**src/rtl/idx_addr_gen.sv**
```systemverilog
module idx_addr_gen #(
  parameter int AW = 16
) (
  input  logic          clk,
  input  logic          rst_n,
  input  logic          start,
  input  logic [7:0]    postbyte,
  input  logic          restricted,
  input  logic [AW-1:0] reg_x,
  input  logic [AW-1:0] reg_y,
  input  logic [AW-1:0] reg_sp,
  input  logic [AW-1:0] reg_pc,
  input  logic [7:0]    acc_a,
  input  logic [7:0]    acc_b,
  output logic          bus_req,
  output logic [AW-1:0] bus_addr,
  input  logic          bus_ack,
  input  logic [7:0]    bus_rdata,
  output logic          done,
  output logic [AW-1:0] eff_addr,
  output logic          wb_en,
  output logic [1:0]    wb_sel,
  output logic [AW-1:0] wb_val,
  output logic [1:0]    ext_len,
  output logic          extra_cyc
);

  typedef enum logic [1:0] {S_IDLE, S_FETCH, S_IND, S_FIN} st_t;

  st_t           st;
  logic [7:0]    pb;
  logic [AW-1:0] base, pc_q, sum, ea_q, wbv_q, old_q;
  logic [7:0]    hi;
  logic          idx, ind_q, wb_q, xc_q, blk_q;
  logic [1:0]    nf;

  wire       f_short = !postbyte[5];
  wire       f_auto  = postbyte[5] && (postbyte[7:6] != 2'b11);
  wire       f_ext   = (postbyte[7:5] == 3'b111);
  wire       f_ind16 = f_ext && (postbyte[2:0] == 3'd3);
  wire       f_off   = f_ext && !postbyte[2] && (postbyte[1:0] != 2'b11);
  wire [1:0] rsel    = f_ext ? postbyte[4:3] : postbyte[7:6];
  wire       blocked = restricted && (f_ind16 || f_off);

  logic [AW-1:0] base_in, acc_off;
  always_comb begin
    case (rsel)
      2'd0:    base_in = reg_x;
      2'd1:    base_in = reg_y;
      2'd2:    base_in = reg_sp;
      default: base_in = reg_pc;
    endcase
  end

  wire [AW-1:0] d_val = AW'({acc_a, acc_b});
  always_comb begin
    case (postbyte[1:0])
      2'd0:    acc_off = AW'(acc_a);
      2'd1:    acc_off = AW'(acc_b);
      default: acc_off = d_val;
    endcase
  end

  wire [AW-1:0] off5 = {{(AW-5){postbyte[4]}}, postbyte[4:0]};
  wire [AW-1:0] step = postbyte[3] ? {{(AW-4){1'b1}}, postbyte[3:0]}
                                   : AW'(postbyte[3:0]) + AW'(1);
  wire [AW-1:0] stepped = base_in + step;
  wire [AW-1:0] fetch_off = (nf == 2'd2) ? AW'({hi, bus_rdata})
                                         : {{(AW-8){pb[0]}}, bus_rdata};

  always_ff @(posedge clk or negedge rst_n) begin
    if (!rst_n) begin
      st    <= S_IDLE;
      pb    <= '0;
      base  <= '0;
      pc_q  <= '0;
      sum   <= '0;
      ea_q  <= '0;
      wbv_q <= '0;
      old_q <= '0;
      hi    <= '0;
      idx   <= 1'b0;
      ind_q <= 1'b0;
      wb_q  <= 1'b0;
      xc_q  <= 1'b0;
      blk_q <= 1'b0;
      nf    <= '0;
    end else begin
      case (st)
        S_IDLE: if (start) begin
          pb    <= postbyte;
          pc_q  <= reg_pc;
          base  <= base_in;
          old_q <= base_in;
          idx   <= 1'b0;
          ind_q <= 1'b0;
          wb_q  <= 1'b0;
          xc_q  <= 1'b0;
          nf    <= '0;
          blk_q <= blocked;
          if (blocked) begin
            ea_q <= '0;
            st   <= S_FIN;
          end else if (f_short) begin
            ea_q <= base_in + off5;
            st   <= S_FIN;
          end else if (f_auto) begin
            wbv_q <= stepped;
            ea_q  <= postbyte[4] ? base_in : stepped;
            wb_q  <= 1'b1;
            st    <= S_FIN;
          end else if (f_ind16) begin
            nf    <= 2'd2;
            ind_q <= 1'b1;
            xc_q  <= 1'b1;
            st    <= S_FETCH;
          end else if (f_off) begin
            nf   <= postbyte[1] ? 2'd2 : 2'd1;
            xc_q <= 1'b1;
            st   <= S_FETCH;
          end else if (postbyte[1:0] == 2'd3) begin
            sum   <= base_in + d_val;
            ind_q <= 1'b1;
            xc_q  <= 1'b1;
            st    <= S_IND;
          end else begin
            ea_q <= base_in + acc_off;
            st   <= S_FIN;
          end
        end
        S_FETCH: if (bus_ack) begin
          if (nf == 2'd2 && !idx) begin
            hi  <= bus_rdata;
            idx <= 1'b1;
          end else if (ind_q) begin
            sum <= base + fetch_off;
            idx <= 1'b0;
            st  <= S_IND;
          end else begin
            ea_q <= base + fetch_off;
            st   <= S_FIN;
          end
        end
        S_IND: if (bus_ack) begin
          if (!idx) begin
            hi  <= bus_rdata;
            idx <= 1'b1;
          end else begin
            ea_q <= AW'({hi, bus_rdata});
            st   <= S_FIN;
          end
        end
        default: st <= S_IDLE;
      endcase
    end
  end

  assign bus_req   = (st == S_FETCH) || (st == S_IND);
  assign bus_addr  = ((st == S_IND) ? sum : pc_q) + AW'(idx);
  assign done      = (st == S_FIN);
  assign eff_addr  = ea_q;
  assign wb_en     = done && wb_q;
  assign wb_sel    = pb[7:6];
  assign wb_val    = wbv_q;
  assign ext_len   = done ? nf : 2'd0;
  assign extra_cyc = done && xc_q;


  done_pulse_chk: assert property (@(posedge clk) disable iff (!rst_n)
    done |=> !done);


  bus_hold_chk: assert property (@(posedge clk) disable iff (!rst_n)
    (bus_req && !bus_ack) |=> (bus_req && $stable(bus_addr)));


  pre_mod_chk: assert property (@(posedge clk) disable iff (!rst_n)
    (wb_en && !pb[4]) |-> (eff_addr == wb_val));


  post_mod_chk: assert property (@(posedge clk) disable iff (!rst_n)
    (wb_en && pb[4]) |-> (eff_addr == old_q));


  restrict_chk: assert property (@(posedge clk) disable iff (!rst_n)
    (done && blk_q) |-> (eff_addr == '0 && ext_len == 2'd0 && !extra_cyc));

endmodule

```
**config.mk**
```make
export PLATFORM = sky130hd
export DESIGN_NAME = idx_addr_gen
export DESIGN_NICKNAME = d
export VERILOG_FILES = /design/src/rtl/idx_addr_gen.sv
export SDC_FILE = /design/constraint.sdc
export NUM_CORES = 1
export LEC_CHECK = 0
export BUFFER_PORTS_ARGS = -buffer_cell sky130_fd_sc_hd__buf_4
export CAP_MARGIN = 10
export CORE_UTILIZATION = 57
export DETAILED_ROUTE_END_ITERATION = 12
export HOLD_SLACK_MARGIN = 0.15
export PLACE_DENSITY = 0.81
export SLEW_MARGIN = 20
export SYNTH_ARGS = -nofsm -noshare
export SYNTH_HDL_FRONTEND = slang
export SYNTH_SLANG_ARGS = --single-unit
export TNS_END_PERCENT = 50
```
**constraint.sdc**
```tcl
create_clock -name clk -period 4.9 [get_ports clk]
set_input_delay 0.49 -clock clk [delete_from_list [all_inputs] [get_ports clk]]
set_output_delay 0.49 -clock clk [all_outputs]
set_load 0.01 [all_outputs]
```
Yosys cells after proc, flatten, opt, wreduce, memory -nomap -nowiden
Index checks and enable logic that the tools add are counted.
- flip-flop bits (word level): 104
- bits of input ports: 101
- output and inout port bits: 56
- logic and storage cells: 153
- $add $sub $neg: 7
- equality and inequality tests: 31
- multiplexer cells: 76
- bitwise operators: 1
- reduce and logical (&&, ||, !) cells: 25
- operators by type and width (cell ; count):
    $mux 16 ; 26
    $pmux 16 s3 ; 2
    $add 16x16->16 ; 5
    $pmux 16 s2 ; 2
    $mux 2 ; 18
    $ne 2x2->1 const B ; 17
    $mux 8 ; 4
    $mux 1 ; 21
    $reduce_and 5->1 ; 4
    $add 16x1->16 ; 1
    $pmux 8 s2 ; 1
    $ne 5x5->1 const B ; 3
    $reduce_and 11->1 ; 1
    $eq 2x2->1 const B ; 5
    $reduce_and 10->1 ; 1
    $logic_and 1x1->1 ; 8
    $eq 2x1->1 const B ; 3
    $logic_not 2->1 ; 3
    $pmux 2 s3 ; 1
    $add 4x1->5 const B ; 1
    $reduce_bool 2->1 ; 2
    $eq 3x2->1 const B ; 1
    $eq 3x3->1 const B ; 1
    $ne 3x3->1 const B ; 1
    6 further kinds ; 8

Longest topological paths before layout
- word-level depth: 13
- gate-level depth with buffers: 17
- depth with buffers taken out: 14

Worst setup path after synthesis
No wires, ideal clock.
- path type: register to output
- start: register st[0]
- end: output bus_addr[15]
- data arrival time: 3335 ps
- required time: 4410 ps
- path slack: 1075 ps
- cell stages (with the launch flop): 17
- path buffers: 5
- cell sequence: dfrtp_1 > inv_1 > ha_1 > buf_2 > buf_2 > buf_2 > buf_2 > buf_1 > mux2_2 > ha_1 > a21boi_1 > and2_1 > nand2_1 > or3_1 > nor2_1 > nand2_1 > xor2_1
- longest elaborated chain between the ends: 3
- ends and longest elaborated chain (element ; line ; RTL):
    start, declared ; 30 ; st_t st;
    start signal, assigned ; 73 ; st <= S_IDLE;
    start signal, assigned ; 103 ; st <= S_FIN;
    start signal, assigned ; 106 ; st <= S_FIN;
    $eq 2x2->1 ; 159 ; assign bus_addr = ((st == S_IND) ? sum : pc_q) + AW'(idx);
    $mux 16 ; 159 ;
    $add 16x1->16 ; 159 ;
    end, declared ; 16 ; output logic [AW-1:0] bus_addr,
No other way between the ends.

Worst setup path after layout
- start: input postbyte[5]
- end: register ea_q[13], in the netlist eff_addr[13]
- longest elaborated chain between the ends: 13
- ends and longest elaborated chain (element ; line ; RTL):
    start, declared ; 7 ; input logic [7:0] postbyte,
    $eq 3x3->1 * ; 39 ; wire f_ext = (postbyte[7:5] == 3'b111);
    $mux 2 * ; 42 ; wire [1:0] rsel = f_ext ? postbyte[4:3] : postbyte[7:6];
    $eq 2x2->1 (tied with other cells) ; 47 ; case (rsel)
    $pmux 16 s3 * ; 47 ;
    named net base_in[8] ; 45 ; logic [AW-1:0] base_in, acc_off;
    $add 16x16->16 ; 127 ; ea_q <= base_in + acc_off;
    $mux 16 ; 121 ; end else if (postbyte[1:0] == 2'd3) begin
    $mux 16 ; 117 ; end else if (f_off) begin
    $mux 16 ; 112 ; end else if (f_ind16) begin
    $mux 16 ; 107 ; end else if (f_auto) begin
    $mux 16 * ; 104 ; end else if (f_short) begin
    $mux 16 * ; 101 ; if (blocked) begin
    $mux 16 * ; 90 ; S_IDLE: if (start) begin
    $pmux 16 s3 * ; 89 ; case (st)
    end signal, assigned ; 105 ; ea_q <= base_in + off5;
    end signal, assigned ; 109 ; ea_q <= postbyte[4] ? base_in : stepped;
    end signal, assigned ; 127 ;
    end, declared ; 32 ; logic [AW-1:0] base, pc_q, sum, ea_q, wbv_q, old_q;
Mark *: on every way through the listed nets, which the timed path passes. The rest lies on a longest branch. The select of a mux whose other input is x is not followed.
A chain may end at the register's enable or synchronous reset.

==> impl_metrics.tcl <==
set metrics [dict create \
    drv_cap 0 \
    worstSetupPathType "input port to flip-flop" \
    skew_ps 9.46 \
    finalSetupViolCount 0 \
    cp_max_fo 17 \
    utilization 0.691 \
    tns_ps 0 \
    synth_ff_type "dfrtp_1" \
    slew_viol_final 0 \
    p_clk_frac 0.127 \
    hold_viol 0 \
    period_needed_ps 4060 \
    grt_pass1_vias 8412 \
    rsz0062_at_grt "no" \
    p_seq_frac 0.235 \
    drtIter0Drc 1176 \
    row_count 46 \
    drt_wl_total_um 31500 \
    clk_latency_ps 370 \
    crit_required_ps 5160 \
    root_buffer "clkbuf_16" \
    antenna_found_initial 1 \
    antenna_left 0 \
    die_w_um 130 \
    die_h_um 130 \
    power_switching_w 0.00311 \
    yosys.area_share.simple 0.139 \
    yosys_warnings 0 \
    synth_fa_ha_area_frac 0.124 \
    power.density_mw_per_mm2 600 \
    start_util 0.588 \
    h-tree-depth 3 \
    globalplace.congestion 1.01 \
    fmax_mhz 246 \
    drive_gt1_frac 0.247 \
    cp-end-kind "flip-flop" \
    grt_max_degree 67 \
    routed_via_density 6.59 \
    synth_top_family_by_area "compound AO/OA/AOI/OAI gates" \
    dieArea_mm2 0.0170 \
    synth_nets 1217 \
    switching_share 0.469 \
    clkSlewWorstSetupHoldPaths_ps 80 \
    wl_per_cell_um 22.9 \
    muxShareOfSynthArea 0.116 \
    r2r.worst_path.cells 11 \
    hold_ws_ps 206 \
    cts_resized 0 \
    cts_buffers 9 \
    power_frac_comb 0.638 \
    coreArea_mm2 0.0160 \
    status "complete, no violations" \
    clk_path_buf_depth 2 \
    start_kind "input port" \
    dr.pass1.iters 6 \
    intPower_w 0.00352 \
    vias 9093 \
    p_leak_nw 4.93 \
    grt_pass1_wl_um 47200 \
    io_pins 157 \
    synth_cells 1026 \
    synth_edf_count 0 \
    worstMarginPinSlew_ps 957 \
    ys_seq_elements 99 \
    syn_area_mm2 0.00940 \
    syn2layout_area_growth_pct 17.5 \
    max-vdd-ir-drop_mv 0.385 \
    ys_seq_area_frac 0.264 \
    slew_headroom 0.360 \
    synth_compound_area_frac 0.256 \
    post_cts_buffers 0 \
    hold_path_class "input port to async pin" \
    synth-async-reset-ratio 1.00 \
    syn_avg_cell_area_um2 9.16 \
    final_nets 1349 \
    nFillCells 1336 \
    holdBufCountCts 0 \
    critical_path_arrival_ps 4320 \
    yosys.area_share.xor_xnor 0.0689 \
    period_share 0.829 \
    grt_usage 0.378 \
    cts_sinks 99 \
    port-buffer-count 156 \
    hpwlAfterDp_um 24200 \
    drc 0 \
    gr-total-overflow 0 \
    ys_types 87 \
    cts_tree "yes" \
]
-- per-layer routing --
layer / GRT usage / routed length [um] / up-vias
met5: 0 / 14 / -
met4: 0.178 / 1380 / 2
met3: 0.0993 / 3410 / 80
met2: 0.544 / 13500 / 545
met1: 0.527 / 13200 / 4343
li1: - / - / 4123
-- synth_stat cells, drive strengths merged, types with 15 or more instances --
cell type	instances	area, um^2
mux4	15	338
ha	85	1060
inv	26	97.6
dfrtp	99	2480
xnor2	48	420
o21ai	73	377
a21o	27	203
a21oi	95	487
nand3	16	80.1
buf	22	124
clkbuf	23	86.3
nand2	80	308
o21a	21	158
and2	22	138
a211oi	15	143
mux2	54	608
nor2	64	248
xor2	26	228
-- worst max-delay path, stage by stage --
cell	delay, ps
buf_4	230
nand2_1	130
o21ai_2	550
mux4_2	600
ha_1	470
nand4_1	160
nor4_2	360
o31ai_2	130
a31oi_1	300
xnor2_1	220
a21o_1	220
o221ai_1	140
a221o_1	310
-- area by class of cell --
class	instances	area, um^2	area share
flip-flops and latches	99	2480	0.224
repair buffers	166	1250	0.113
diodes	1	2.50	0.000226
well taps	216	270	0.0245
clock buffers	9	225	0.0204
clock inverters	7	105	0.00951
inverters	27	101	0.00917
multi-input cells	855	6620	0.599
-- cell families after synthesis --
| logic type | Yosys count |
|---|---|
| simple gates | 260 |
| xor+xnor | 74 |
| mux | 83 |
| compound gates | 348 |
| fa+ha+maj | 90 |
| flops | 99 |
| buf+inv | 72 |
-- per-stage QoR --
step	total power (W)	instances	cell area, um^2	setup WS (ps)
5_1_grt	0.00702	1379	11000	669
3_5_place_dp	0.00567	1363	10700	560
3_3_place_gp	0.00558	1363	10700	690
2_1_floorplan	0.00429	1026	9400	1070
4_1_cts	0.00652	1379	11000	921
6_report	0.00663	1380	11000	839
-- final timing paths --
kind                        startpoint            to  slack [ps]
max in group asynchronous        rst_n     wb_val[9]        3660
hold / removal                   rst_n       base[7]         210
min in group clk            reg_pc[14]      pc_q[14]         370
hold reg to reg                   wb_q          wb_q         470
setup reg to reg                 nf[0]  eff_addr[14]        1480
setup / recovery           postbyte[5]  eff_addr[13]         840
-- layout by cell type (no fill, tap or decap), drive strengths merged, types with 6 or more instances in the layout --
cell type,netlist,layout
a22o,11,11
mux2,54,54
o21a,21,21
dfrtp,99,99
and3,8,8
nand2,80,80
o211ai,12,12
xor2,26,26
buf,22,166
mux4,15,15
a31oi,7,7
or2,6,6
nor3,12,12
a22oi,7,7
and2,22,22
nor2,64,64
clkbuf,23,9
nand4,6,6
a21oi,95,95
o31ai,12,12
xnor2,48,48
o21ai,73,73
nand3,16,16
or3,8,8
o221ai,6,6
ha,85,85
a32oi,11,11
mux2i,14,14
a21o,27,27
nor2b,14,14
inv,26,30
nand2b,7,7
a211oi,15,15
-- power groups by stage --
stage               logic (W)  clock network, W  registers [W]
floorplan             0.00280                 0        0.00150
global placement      0.00404                 0        0.00154
detailed placement    0.00412                 0        0.00155
CTS                   0.00415          0.000835        0.00154
global route          0.00456          0.000869        0.00159
finish                0.00423          0.000842        0.00156
-- sequential cells by signal, indices dropped and copies added (netlist names), 2 cells and up --
register and flops:
base 16, st 2, nf 2, sum 16, wb_val 16, eff_addr 16
hi 8, pc_q 16, pb 3
No activity file was read; power rests on OpenSTA's default activity.
